$ cat config.mk
export PLATFORM = sky130hd
export DESIGN_NAME = countdown_irq_timer
export DESIGN_NICKNAME = d
export VERILOG_FILES = /design/src/rtl/cdt_pkg.sv /design/src/rtl/tick_prescaler.sv /design/src/rtl/countdown_core.sv /design/src/rtl/irq_status.sv /design/src/rtl/countdown_irq_timer.sv
export SDC_FILE = /design/constraint.sdc
export NUM_CORES = 1
export LEC_CHECK = 0
export CAP_MARGIN = 0
export CORE_MARGIN = 2
export CORE_UTILIZATION = 35
export DETAILED_ROUTE_END_ITERATION = 12
export SLEW_MARGIN = 10
export SYNTH_ARGS = -nofsm -noshare
export SYNTH_HDL_FRONTEND = slang
export SYNTH_SLANG_ARGS = --single-unit
export TNS_END_PERCENT = 10
$ cat constraint.sdc
create_clock -name clk -period 6.82 [get_ports clk]
set_input_delay 2.046 -clock clk [delete_from_list [all_inputs] [get_ports clk]]
set_output_delay 2.046 -clock clk [all_outputs]
set_load 0.02 [all_outputs]
$ cat src/rtl/cdt_pkg.sv
package cdt_pkg;
  parameter int unsigned CNT_W = 16;
  typedef logic [CNT_W-1:0] cnt_t;

  localparam cnt_t CNT_PARK = '1;

  typedef enum logic [1:0] {
    ACT_HOLD = 2'd0,
    ACT_PARK = 2'd1,
    ACT_LOAD = 2'd2,
    ACT_STEP = 2'd3
  } act_e;

  // one tick of the count: the step below zero lands on all ones
  function automatic cnt_t cnt_step(input cnt_t c);
    return c - cnt_t'(1);
  endfunction

  function automatic logic cnt_at_floor(input cnt_t c);
    return c == '0;
  endfunction
endpackage

$ cat src/rtl/tick_prescaler.sv
module tick_prescaler #(
  parameter int unsigned CLK_PER_TICK = 5000
) (
  input  logic clk,
  input  logic rst_n,
  input  logic run,
  input  logic restart,
  output logic tick
);
  localparam int unsigned PRE_W = (CLK_PER_TICK > 1) ? $clog2(CLK_PER_TICK) : 1;
  localparam logic [PRE_W-1:0] LAST = PRE_W'(CLK_PER_TICK - 1);

  logic [PRE_W-1:0] pre_q;

  assign tick = run && !restart && (pre_q == LAST);

  always_ff @(posedge clk) begin
    if (!rst_n) begin
      pre_q <= '0;
    end else if (restart || !run || tick) begin
      pre_q <= '0;
    end else begin
      pre_q <= pre_q + PRE_W'(1);
    end
  end

  // a tick never comes within the first period after a restart
  p_no_early_tick_r2: assert property (@(posedge clk) disable iff (!rst_n)
    restart |=> !tick);
endmodule

$ cat src/rtl/countdown_core.sv
module countdown_core
  import cdt_pkg::*;
(
  input  logic clk,
  input  logic rst_n,
  input  logic en_wr,
  input  logic en_wdata,
  input  logic ld_wr,
  input  cnt_t ld_wdata,
  input  logic tick,
  output cnt_t count,
  output cnt_t preload,
  output logic enabled,
  output logic restart_ev,
  output logic wrap_ev
);
  logic en_q;
  cnt_t cnt_q, pre_q, load_val;
  logic rise_ev, fall_ev, reload_ev;
  act_e act;

  assign rise_ev    = en_wr && en_wdata && !en_q;
  assign fall_ev    = en_wr && !en_wdata && en_q;
  assign reload_ev  = ld_wr && en_q && !fall_ev;
  assign restart_ev = rise_ev || fall_ev || reload_ev;
  assign load_val   = ld_wr ? ld_wdata : pre_q;
  assign wrap_ev    = tick && cnt_at_floor(cnt_q);

  always_comb begin
    if (fall_ev)                   act = ACT_PARK;
    else if (rise_ev || reload_ev) act = ACT_LOAD;
    else if (tick)                 act = ACT_STEP;
    else                           act = ACT_HOLD;
  end

  always_ff @(posedge clk) begin
    if (!rst_n) begin
      en_q  <= 1'b0;
      pre_q <= '0;
      cnt_q <= CNT_PARK;
    end else begin
      if (en_wr) en_q <= en_wdata;
      if (ld_wr) pre_q <= ld_wdata;
      unique case (act)
        ACT_PARK: cnt_q <= CNT_PARK;
        ACT_LOAD: cnt_q <= load_val;
        ACT_STEP: cnt_q <= cnt_step(cnt_q);
        default:  cnt_q <= cnt_q;
      endcase
    end
  end

  assign count   = cnt_q;
  assign preload = pre_q;
  assign enabled = en_q;

  // stopped timer sits at all ones
  p_park_r4: assert property (@(posedge clk) disable iff (!rst_n)
    !enabled |-> count == CNT_PARK);
  // a plain tick above zero lowers the count by one
  p_dec_r2: assert property (@(posedge clk) disable iff (!rst_n)
    (tick && !restart_ev && count != '0) |=> count == $past(count) - cnt_t'(1));
  // a tick at zero wraps to all ones
  p_wrap_r6: assert property (@(posedge clk) disable iff (!rst_n)
    wrap_ev |=> count == CNT_PARK);
  // start from the written or stored start value
  p_load_r3: assert property (@(posedge clk) disable iff (!rst_n)
    rise_ev |=> count == $past(ld_wr ? ld_wdata : preload));
endmodule

$ cat src/rtl/irq_status.sv
module irq_status (
  input  logic clk,
  input  logic rst_n,
  input  logic wrap_ev,
  input  logic ie_wr,
  input  logic ie_wdata,
  input  logic clr_wr,
  input  logic clr_wdata,
  output logic status,
  output logic int_en,
  output logic irq
);
  logic ie_q, sts_q, set_ev, clr_ev;

  assign set_ev = wrap_ev && ie_q;
  assign clr_ev = clr_wr && clr_wdata;

  always_ff @(posedge clk) begin
    if (!rst_n) begin
      ie_q  <= 1'b0;
      sts_q <= 1'b0;
    end else begin
      if (ie_wr) ie_q <= ie_wdata;
      if (set_ev)      sts_q <= 1'b1;
      else if (clr_ev) sts_q <= 1'b0;
    end
  end

  assign status = sts_q;
  assign int_en = ie_q;
  assign irq    = sts_q && ie_q;

  // without a clear the flag holds
  p_sticky_r8: assert property (@(posedge clk) disable iff (!rst_n)
    (status && !clr_ev) |=> status);
  // set beats clear
  p_set_wins_r9: assert property (@(posedge clk) disable iff (!rst_n)
    set_ev |=> status);
  // flag rises only from a wrap with the enable on
  p_gate_r7: assert property (@(posedge clk) disable iff (!rst_n)
    $rose(status) |-> $past(wrap_ev && int_en));
endmodule

$ cat src/rtl/countdown_irq_timer.sv
module countdown_irq_timer #(
  parameter int unsigned CLK_PER_TICK = 5000
) (
  input  logic        clk,
  input  logic        rst_n,
  input  logic        en_wr,
  input  logic        en_wdata,
  input  logic        ld_wr,
  input  logic [15:0] ld_wdata,
  input  logic        ie_wr,
  input  logic        ie_wdata,
  input  logic        clr_wr,
  input  logic        clr_wdata,
  output logic [15:0] count,
  output logic [15:0] preload,
  output logic        enabled,
  output logic        int_en,
  output logic        status,
  output logic        irq
);
  logic tick, restart_ev, wrap_ev;

  tick_prescaler #(.CLK_PER_TICK(CLK_PER_TICK)) u_pre (
    .clk(clk), .rst_n(rst_n), .run(enabled), .restart(restart_ev), .tick(tick)
  );

  countdown_core u_core (
    .clk(clk), .rst_n(rst_n), .en_wr(en_wr), .en_wdata(en_wdata),
    .ld_wr(ld_wr), .ld_wdata(ld_wdata), .tick(tick),
    .count(count), .preload(preload), .enabled(enabled),
    .restart_ev(restart_ev), .wrap_ev(wrap_ev)
  );

  irq_status u_sts (
    .clk(clk), .rst_n(rst_n), .wrap_ev(wrap_ev),
    .ie_wr(ie_wr), .ie_wdata(ie_wdata), .clr_wr(clr_wr), .clr_wdata(clr_wdata),
    .status(status), .int_en(int_en), .irq(irq)
  );

  // request only with both flag and enable
  p_irq_gate_r10: assert property (@(posedge clk) disable iff (!rst_n)
    irq |-> (status && int_en));
endmodule

## Word level (Yosys, flattened, before mapping)

Index checks and enable logic that the tools add are counted.
Widths: inputs -> output; s select.

| operators by class | value |
|---|---|
| add/sub/neg operators | 2 |
| equality and inequality tests | 4 |
| muxes and demuxes | 7 |
| bitwise gates (word level) | 1 |
| reduce and logical (&&, ||, !) cells | 25 |

Operators by type and width:

| kind | number |
|---|---|
| $pmux 16 s3 | 1 |
| $logic_not 16->1 | 1 |
| $mux 16 | 1 |
| $sub 16x1->16 const B | 1 |
| $add 13x1->13 const B | 1 |
| $eq 13x13->1 const B | 1 |
| $logic_and 1x1->1 | 12 |
| $mux 2 | 3 |
| $logic_or 1x1->1 | 5 |
| $eq 2x2->1 const B | 2 |
| $logic_not 1->1 | 4 |
| $reduce_bool 3->1 | 1 |
| $eq 2x1->1 const B | 1 |
| $mux 1 | 2 |
| $reduce_bool 2->1 | 1 |
| $reduce_or 2->1 | 1 |
| $not 1->1 | 1 |

| word-level totals | value |
|---|---|
| register bits | 48 |
| output and inout bits | 36 |

## Longest topological paths before layout

Gate-level depths: netlist (run 1).

| logic depth | value |
|---|---|
| word-level depth | 14 |
| gate-level depth with buffers | 8 |
| depth with buffers taken out | 7 |

## Hierarchy

Synthesis (run 1) repeated with hierarchy kept, for this count alone.

| second synthesis, totals | value |
|---|---|
| cell total of the unflattened synthesis | 299 |
| area total of the unflattened synthesis | 2560.0 sq um |

Modules (own cells, without submodules):

| module | instances | cells each | area each (sq um) |
|---|---|---|---|
| countdown_core | 1 | 225 | 1871.8 |
| tick_prescaler | 1 | 66 | 606.8 |
| irq_status | 1 | 8 | 81.3 |

## Worst setup path after synthesis (run 1)

Ideal clock, no wire load.

| timing | value |
|---|---|
| kind | input to register |
| start point | input ld_wr |
| end point | register u_core.cnt_q[8] (netlist: u_core.count[8]) |
| library setup time | 0.133 ns |
| arrival time | 3.526 ns |
| path slack | 3.161 ns |
| stages | 7 |
| buffers on the path | 3 |
| cell sequence | buf_2 -> or3_1 -> clkbuf_1 -> or3_1 -> buf_2 -> o41ai_1 -> o31ai_1 |

| on the way | value |
|---|---|
| cells in the longest elaborated chain, start to end | 11 |
| elaborated cells on any way between the ends | 16 |
| classes of those cells | eq/ne: 3; mux: 5; reduce/logical: 8 |

Ends and longest elaborated chain:

| what | line | RTL |
|---|---|---|
| from (decl) | countdown_irq_timer.sv:8 | `input logic ld_wr,` |
| $logic_and 1x1->1 (2 in series) | countdown_core.sv:24 | `assign reload_ev = ld_wr && en_q && !fall_ev;` |
| $logic_or 1x1->1 | countdown_core.sv:25 | `assign restart_ev = rise_ev \|\| fall_ev \|\| reload_ev;` |
| $logic_not 1->1 | tick_prescaler.sv:15 | `assign tick = run && !restart && (pre_q == LAST);` |
| $logic_and 1x1->1 (2 in series) | tick_prescaler.sv:15 |  |
| $mux 2 | countdown_core.sv:32 | `else if (tick) act = ACT_STEP;` |
| $mux 2 | countdown_core.sv:31 | `else if (rise_ev \|\| reload_ev) act = ACT_LOAD;` |
| $mux 2 | countdown_core.sv:30 | `if (fall_ev) act = ACT_PARK;` |
| $eq 2x2->1 / $eq 2x1->1 (equally long branches) | countdown_core.sv:44 | `unique case (act)` |
| $pmux 16 s3 / $reduce_bool 3->1 (equally long branches) | -- |  |
| to (signal assigned) | countdown_core.sv:46 | `ACT_LOAD: cnt_q <= load_val;` |
| to (signal assigned) | countdown_core.sv:47 | `ACT_STEP: cnt_q <= cnt_step(cnt_q);` |
| to (signal assigned) | countdown_core.sv:48 | `default: cnt_q <= cnt_q;` |
| to (decl) | countdown_core.sv:18 | `cnt_t cnt_q, pre_q, load_val;` |

Several ways; a longest one is shown, not always the timed one.
A chain may end at the register's enable or synchronous reset.

## Final worst setup path (run 1)

Same ends and word-level chain as after synthesis.

==> key figures, run 1 <==
Pwr
  – Leak pwr: 1.15 nW
  – Combinational cell fraction of total power: 0.192
  – Clk network pwr share: 0.290
  – Switching part of the total: 0.272
  – Power density over cell area: 195 nW/um^2
  – Int Pwr: 439 uW
  – Worst vdd ir: 0.0797 mV
  – Switching component of the power: 164 uW
  – Seq pwr share: 0.517

Synth
  – Top-count cell post-synth: dfxtp_1
  – Post-Syn Instances: 264
  – Synth top area cells: dfxtp_1, mux2i_1, nor2b_1, nor2_1, nor3_1
  – Synth Flop Type: dfxtp_1
  – Post-Syn Area: 2330 um^2
  – Yosys warning total: 0
  – Post-synth top cells: dfxtp_1, nor2_1, mux2i_1, nor2b_1, nor3_1
  – Syn nets: 291
  – Post-synth top area cell: dfxtp_1
  – Post-synthesis sequential area ratio: 0.412
  – Share of synthesized flip-flops with an asynchronous set or reset: 0
  – Count of different cell masters after synthesis: 49
  – Average cell area after synthesis: 8.83 um^2
  – Top-area cell type share of the netlist area: 0.412
  – EDFF count, synth: 0
  – Yosys reg bits: 48

Floorplanning
  – Num ports: 61
  – Die Height: 85.6 um
  – Total die area: 7330 um^2
  – Die width: 85.6 um
  – Initial Util: 0.365
  – Core Region: 6390 um^2
  – Row count: 29

GRT
  – First-pass GRT wire length: 9.53 mm
  – Vias in the first global route: 1933
  – Initial antenna violation count: 0
  – Largest net degree at the start of global routing: 37
  – All-Layer GR Usage: 0.162
  – Gr ovfl total: 0

STA
  – RSZ-0062 raised after global routing: false
  – Setup WS post-layout: 2.88 ns
  – Setup Viol. Count Final: 0
  – Max Slew Vio Count: 0
  – Worst slew pin tran: 0.555 ns
  – Final Cycle Share: 0.577
  – Final hold vios: 0
  – Minimum clock period: 3.94 ns
  – Max frequency: 254 MHz
  – Setup TNS: 0 ns
  – Relative slew slack: 0.627
  – Final Skew: 0.0123 ns

CTS
  – CTS clk-pin slew, worst paths: 0.09 ns
  – CTS Root Cell: clkbuf_8
  – Max Root-Sink Buffers: 2
  – Post-CTS Resized: 0
  – Clk sink count: 48
  – TritonCTS clock tree: built
  – Num CTS Buffers: 5
  – Clk_lat worst skew: 0.30 ns
  – H-tree depth: 2
  – Hold_buf cts: 0
  – Post-CTS Setup Bufs: 0

Worst setup path
  – Type of the worst setup path: in2reg
  – WP data required: 7.00 ns
  – Crit-path max FO: 19
  – Most Frequent Cell on Critical Path: or3_1
  – CP bufs+invs: 2
  – Crit path cell chain: clkdlybuf4s50_1, buf_4, or3_1, or3_1, o41ai_1, o31ai_1
  – CP Capture Type: flip-flop
  – Arr. time, crit path: 4.12 ns
  – Worst path slowest cell: or3_1
  – Slowest stage delay, CP: 0.50 ns
  – Crit path launch type: input pin
  – Crit path max-delay family: simple AND/OR/NAND/NOR gates

Layout
  – Layout area overhead: 32.5%
  – Final nets: 349
  – Fin area: 3090 um^2
  – N_diodes: 0
  – Share of layout cells above drive strength 1: 0.0464

Placement
  – Placer congestion estimate: 0.867
  – Worst slack, placed: 2.57 ns
  – Port bufs: 60
  – HPWL after detailed placement: 4.37 mm
  – Placed inst area: 3000 um^2

Drt
  – Vias per Instance: 5.11
  – Drt first pass iters: 4
  – Post-DRT Antenna Nets: 0
  – Wire length per cell: 14.7 um
  – Vias after detailed routing: 2043
  – DRC: 0
  – DR iter-0 viols: 78
  – Final WL: 5.88 mm

Run
  – Total of max-cap violations: 0

Run status
  – Status: completed

Worst hold path
  – Worst Hold Class: reg2reg
-- layout by cell type, fill, tap and decap left out, types with 3 or more instances in the layout --
cell	netlist	routed
mux2i_1	19	19
o211ai_1	7	7
nand3_1	8	8
nor2_1	27	27
clkbuf_8	0	6
a21oi_1	5	5
dfxtp_1	48	48
and3_1	4	4
nand2_1	11	11
inv_1	10	10
clkdlybuf4s50_1	0	60
or3_1	7	7
nor2b_1	19	19
a21o_1	4	4
nor4_1	3	3
nor3_1	13	13
xor2_1	7	7
a211o_1	3	3
o21ai_0	11	11
o21a_1	4	4
xnor2_1	5	5
-- power by group through the flow --
stage          sequential (mW)  combinational [mW]  clock, mW
3_5_place_dp             0.319               0.117          0
5_1_grt                  0.315               0.126      0.189
2_1_floorplan            0.334              0.0439          0
4_1_cts                  0.312               0.117      0.180
6_report                 0.312               0.116      0.175
3_3_place_gp             0.318               0.116          0
-- sequential cells by signal, summed over array words and instances (netlist names) --
signal and count:
u_sts.int_en 1, u_core.enabled 1, u_core.preload 16, u_core.count 16, u_pre.pre_q 13, u_sts.status 1
-- cells by family after synthesis --
kind of cell	after synthesis	share of synthesized area
compound gates	51	0.155
fa+ha+maj	2	0.0107
simple gates	110	0.256
mux	20	0.0864
buf+inv	21	0.0349
flops	48	0.412
xor+xnor	12	0.0451
-- metal layers --
metal,GRT usage,share of wire,up-vias
met1,0.224,0.50,925
met4,0.0476,0.013,0
met3,0.0395,0.050,9
li1,-,-,1061
met5,0,0,-
met2,0.250,0.44,48
-- per-stage QoR --
stage,utilization,power [mW],cells,hold WS (ns)
6_report,0.484,0.603,400,0.492
5_1_grt,0.484,0.630,400,0.501
4_1_cts,0.484,0.610,400,0.490
3_5_place_dp,0.470,0.435,392,0.469
3_3_place_gp,0.470,0.434,392,0.459
2_1_floorplan,-,0.377,264,0.438
-- cell type report --
| class | count | area (um^2) |
|---|---|---|
| Clock buffer | 8 | 90.1 |
| Fill cell | 636 | 3300 |
| Tap cell | 77 | 96.3 |
| Sequential cell | 48 | 961 |
| Timing Repair Buffer | 62 | 616 |
| Inverter | 10 | 37.5 |
| Multi-Input combinational cell | 195 | 1290 |
-- worst paths after layout --
check / startpoint / endpoint / slack (ns) / cells past startpoint
min: u_pre.pre_q[0] / u_pre.pre_q[0] / 0.49 / 1
max reg2reg: u_pre.pre_q[0] / u_core.count[8] / 4.46 / 6
min reg2reg: u_pre.pre_q[0] / u_pre.pre_q[0] / 0.49 / 1
max: ld_wr / u_core.count[8] / 2.88 / 6
Power figures use the tool's default switching activity.
==> run 2: changes to the inputs <==
Clock period 6.82 ns to 3.42 ns, I/O delays scaled along.
==> run 2 against run 1 <==
  * Register-to-register slack got worse by 3.4 ns
  * Combinational power rose by 100%
  * Die area stayed put
  * Critical endpoint unchanged
==> key figures, run 2 (synthesis results as in run 1) <==
Run status
  – Status: completed

Placement
  – Placer congestion estimate: 0.824 (-5.0%)
  – HPWL after detailed placement: 4.49 mm (+2.7%)
  – Port bufs: 60 (unchanged)

Floorplanning
  – Total die area: 7330 um^2 (unchanged)
  – Row count: 29 (unchanged)
  – Die Height: 85.6 um (unchanged)
  – Die width: 85.6 um (unchanged)
  – Initial Util: 0.365 (unchanged)
  – Num ports: 61 (unchanged)
  – Core Region: 6390 um^2 (unchanged)

STA
  – Worst slew pin tran: 0.565 ns (+0.0102 ns)
  – Setup TNS: 0 ns (unchanged)
  – RSZ-0062 raised after global routing: false
  – Relative slew slack: 0.620 (-0.00684)
  – Minimum clock period: 2.91 ns
  – Max Slew Vio Count: 0 (unchanged)
  – Final Cycle Share: 0.851
  – Final Skew: 0.00993 ns (-0.00235 ns)
  – Setup Viol. Count Final: 0 (unchanged)
  – Max frequency: 344 MHz
  – Final hold vios: 0 (unchanged)

CTS
  – Post-CTS Resized: 0 (unchanged)
  – CTS Root Cell: clkbuf_8
  – H-tree depth: 2 (unchanged)
  – Hold_buf cts: 0 (unchanged)
  – CTS clk-pin slew, worst paths: 0.08 ns (about the same)
  – Clk_lat worst skew: 0.30 ns (about the same)
  – Num CTS Buffers: 5 (unchanged)
  – Max Root-Sink Buffers: 2 (unchanged)
  – Clk sink count: 48 (unchanged)
  – Post-CTS Setup Bufs: 0 (unchanged)
  – TritonCTS clock tree: built

Worst hold path
  – Worst Hold Class: reg2reg
  – Hold path cells: 1 (unchanged)

Worst setup path
  – Worst path depth: 6 (unchanged)
  – CP bufs+invs: 1 (-1)
  – Most Frequent Cell on Critical Path: or3_1
  – Crit path launch type: input pin
  – Type of the worst setup path: in2reg
  – CP Capture Type: flip-flop
  – FF-to-FF path depth: 6 (unchanged)
  – WP data required: 3.59 ns (-3.41 ns)
  – Crit path cell chain: clkdlybuf4s50_1, nor2b_1, or3_1, or3_1, o41ai_1, o31ai_1
  – Arr. time, crit path: 3.08 ns (-1.04 ns)
  – Crit-path max FO: 9 (-10)
  – Worst path slowest cell: or3_1
  – Reg-to-reg slack, setup: 1.04 ns (-3.42 ns)
  – Crit path max-delay family: simple AND/OR/NAND/NOR gates
  – Slowest stage delay, CP: 0.50 ns (about the same)

Drt
  – Vias after detailed routing: 2080 (+1.8%)
  – DR iter-0 viols: 108 (+38%)
  – DRC: 0 (unchanged)
  – Drt first pass iters: 4 (unchanged)
  – Vias per Instance: 5.20 (+1.8%)
  – Post-DRT Antenna Nets: 0 (unchanged)
  – Final WL: 5.95 mm (+1.1%)
  – Wire length per cell: 14.9 um (+1.1%)

Layout
  – Util after Layout: 0.486 (+0.00216)
  – Final nets: 350 (+0.29%)
  – Share of layout cells above drive strength 1: 0.0526 (+0.00619)
  – Most frequent cells in the layout: clkdlybuf4s50_1, dfxtp_1, nor2_1
  – N_diodes: 0 (unchanged)
  – Layout area overhead: 33.1%
  – Most common cell after layout, fill and taps aside: clkdlybuf4s50_1
  – Fill count: 633 (-0.47%)

GRT
  – Met3 Use GR: 0.0395 (unchanged)
  – First-pass GRT wire length: 9.83 mm (+3.1%)
  – Met2 usage: 0.259 (+0.00923)
  – Largest net degree at the start of global routing: 17 (-54%)
  – Met1 Usage GRT: 0.238 (+0.0138)
  – Initial antenna violation count: 0 (unchanged)
  – All-Layer GR Usage: 0.167 (+0.00540)
  – Gr ovfl total: 0 (unchanged)
  – Busiest grt layer: met2
  – Vias in the first global route: 1951 (+0.93%)

Run
  – Total of max-cap violations: 0 (unchanged)

Pwr
  – Leak pwr: 1.16 nW (+0.84%)
  – Power density over cell area: 393 nW/um^2 (+100%)
  – Worst vdd ir: 0.178 mV (+120%)
## run 2: cell count changes in the layout (fill, tap and decap cells not counted), sizes merged
cell    delta
buf        +1
clkbuf     -1
## run 2: metal layers
layer  wire length [um]  up-vias  share of wire
met5                  0        -              0
met4                 25        0         0.0042
met3                320        2          0.054
met2               2730       58           0.46
met1               2880      963           0.48
li1                   -     1057              -
## run 2: worst paths after layout
check / startpoint / endpoint
worst min-delay path: u_pre.pre_q[0] / u_pre.pre_q[0]
worst min register to register: u_pre.pre_q[0] / u_pre.pre_q[0]
worst max register to register: u_pre.pre_q[0] / u_core.count[8]
worst max-delay path: en_wr / u_core.count[8]
## run 2: cell type report
cell class                      count  area (um^2)  area share
Tap cell                           77         96.3      0.0310
Clock buffer                        7         96.3      0.0310
Multi-Input combinational cell    195         1290       0.415
Sequential cell                    48          961       0.310
Timing Repair Buffer               63          623       0.201
Inverter                           10         37.5      0.0121
## run 2: stage by stage
step	area [um^2]	total power [mW]	std cells	setup slack [ns]	hold WS, ns
after floorplan	2330	0.753	264	0.781	0.438
after global placement	3010	0.867	393	0.249	0.464
after detailed placement	3010	0.869	393	0.225	0.472
after CTS	3100	1.23	400	0.522	0.491
after global routing	3100	1.29	400	0.406	0.516
final	3100	1.22	400	0.511	0.486
## run 2: power breakdown
group | total (mW) | leakage (nW) | internal (mW) | switching [mW]
clock | 0.365 | 0.0503 | 0.180 | 0.185
sequential | 0.621 | 0.395 | 0.590 | 0.0319
combinational | 0.234 | 0.710 | 0.121 | 0.113
total | 1.22 | 1.16 | 0.891 | 0.330
==> run 3: changes to the inputs <==
Settings changed: CAP_MARGIN 0 to 20.
==> results of run 3 <==
Same layout as run 2: the final DEF is identical, and so are final timing and power.
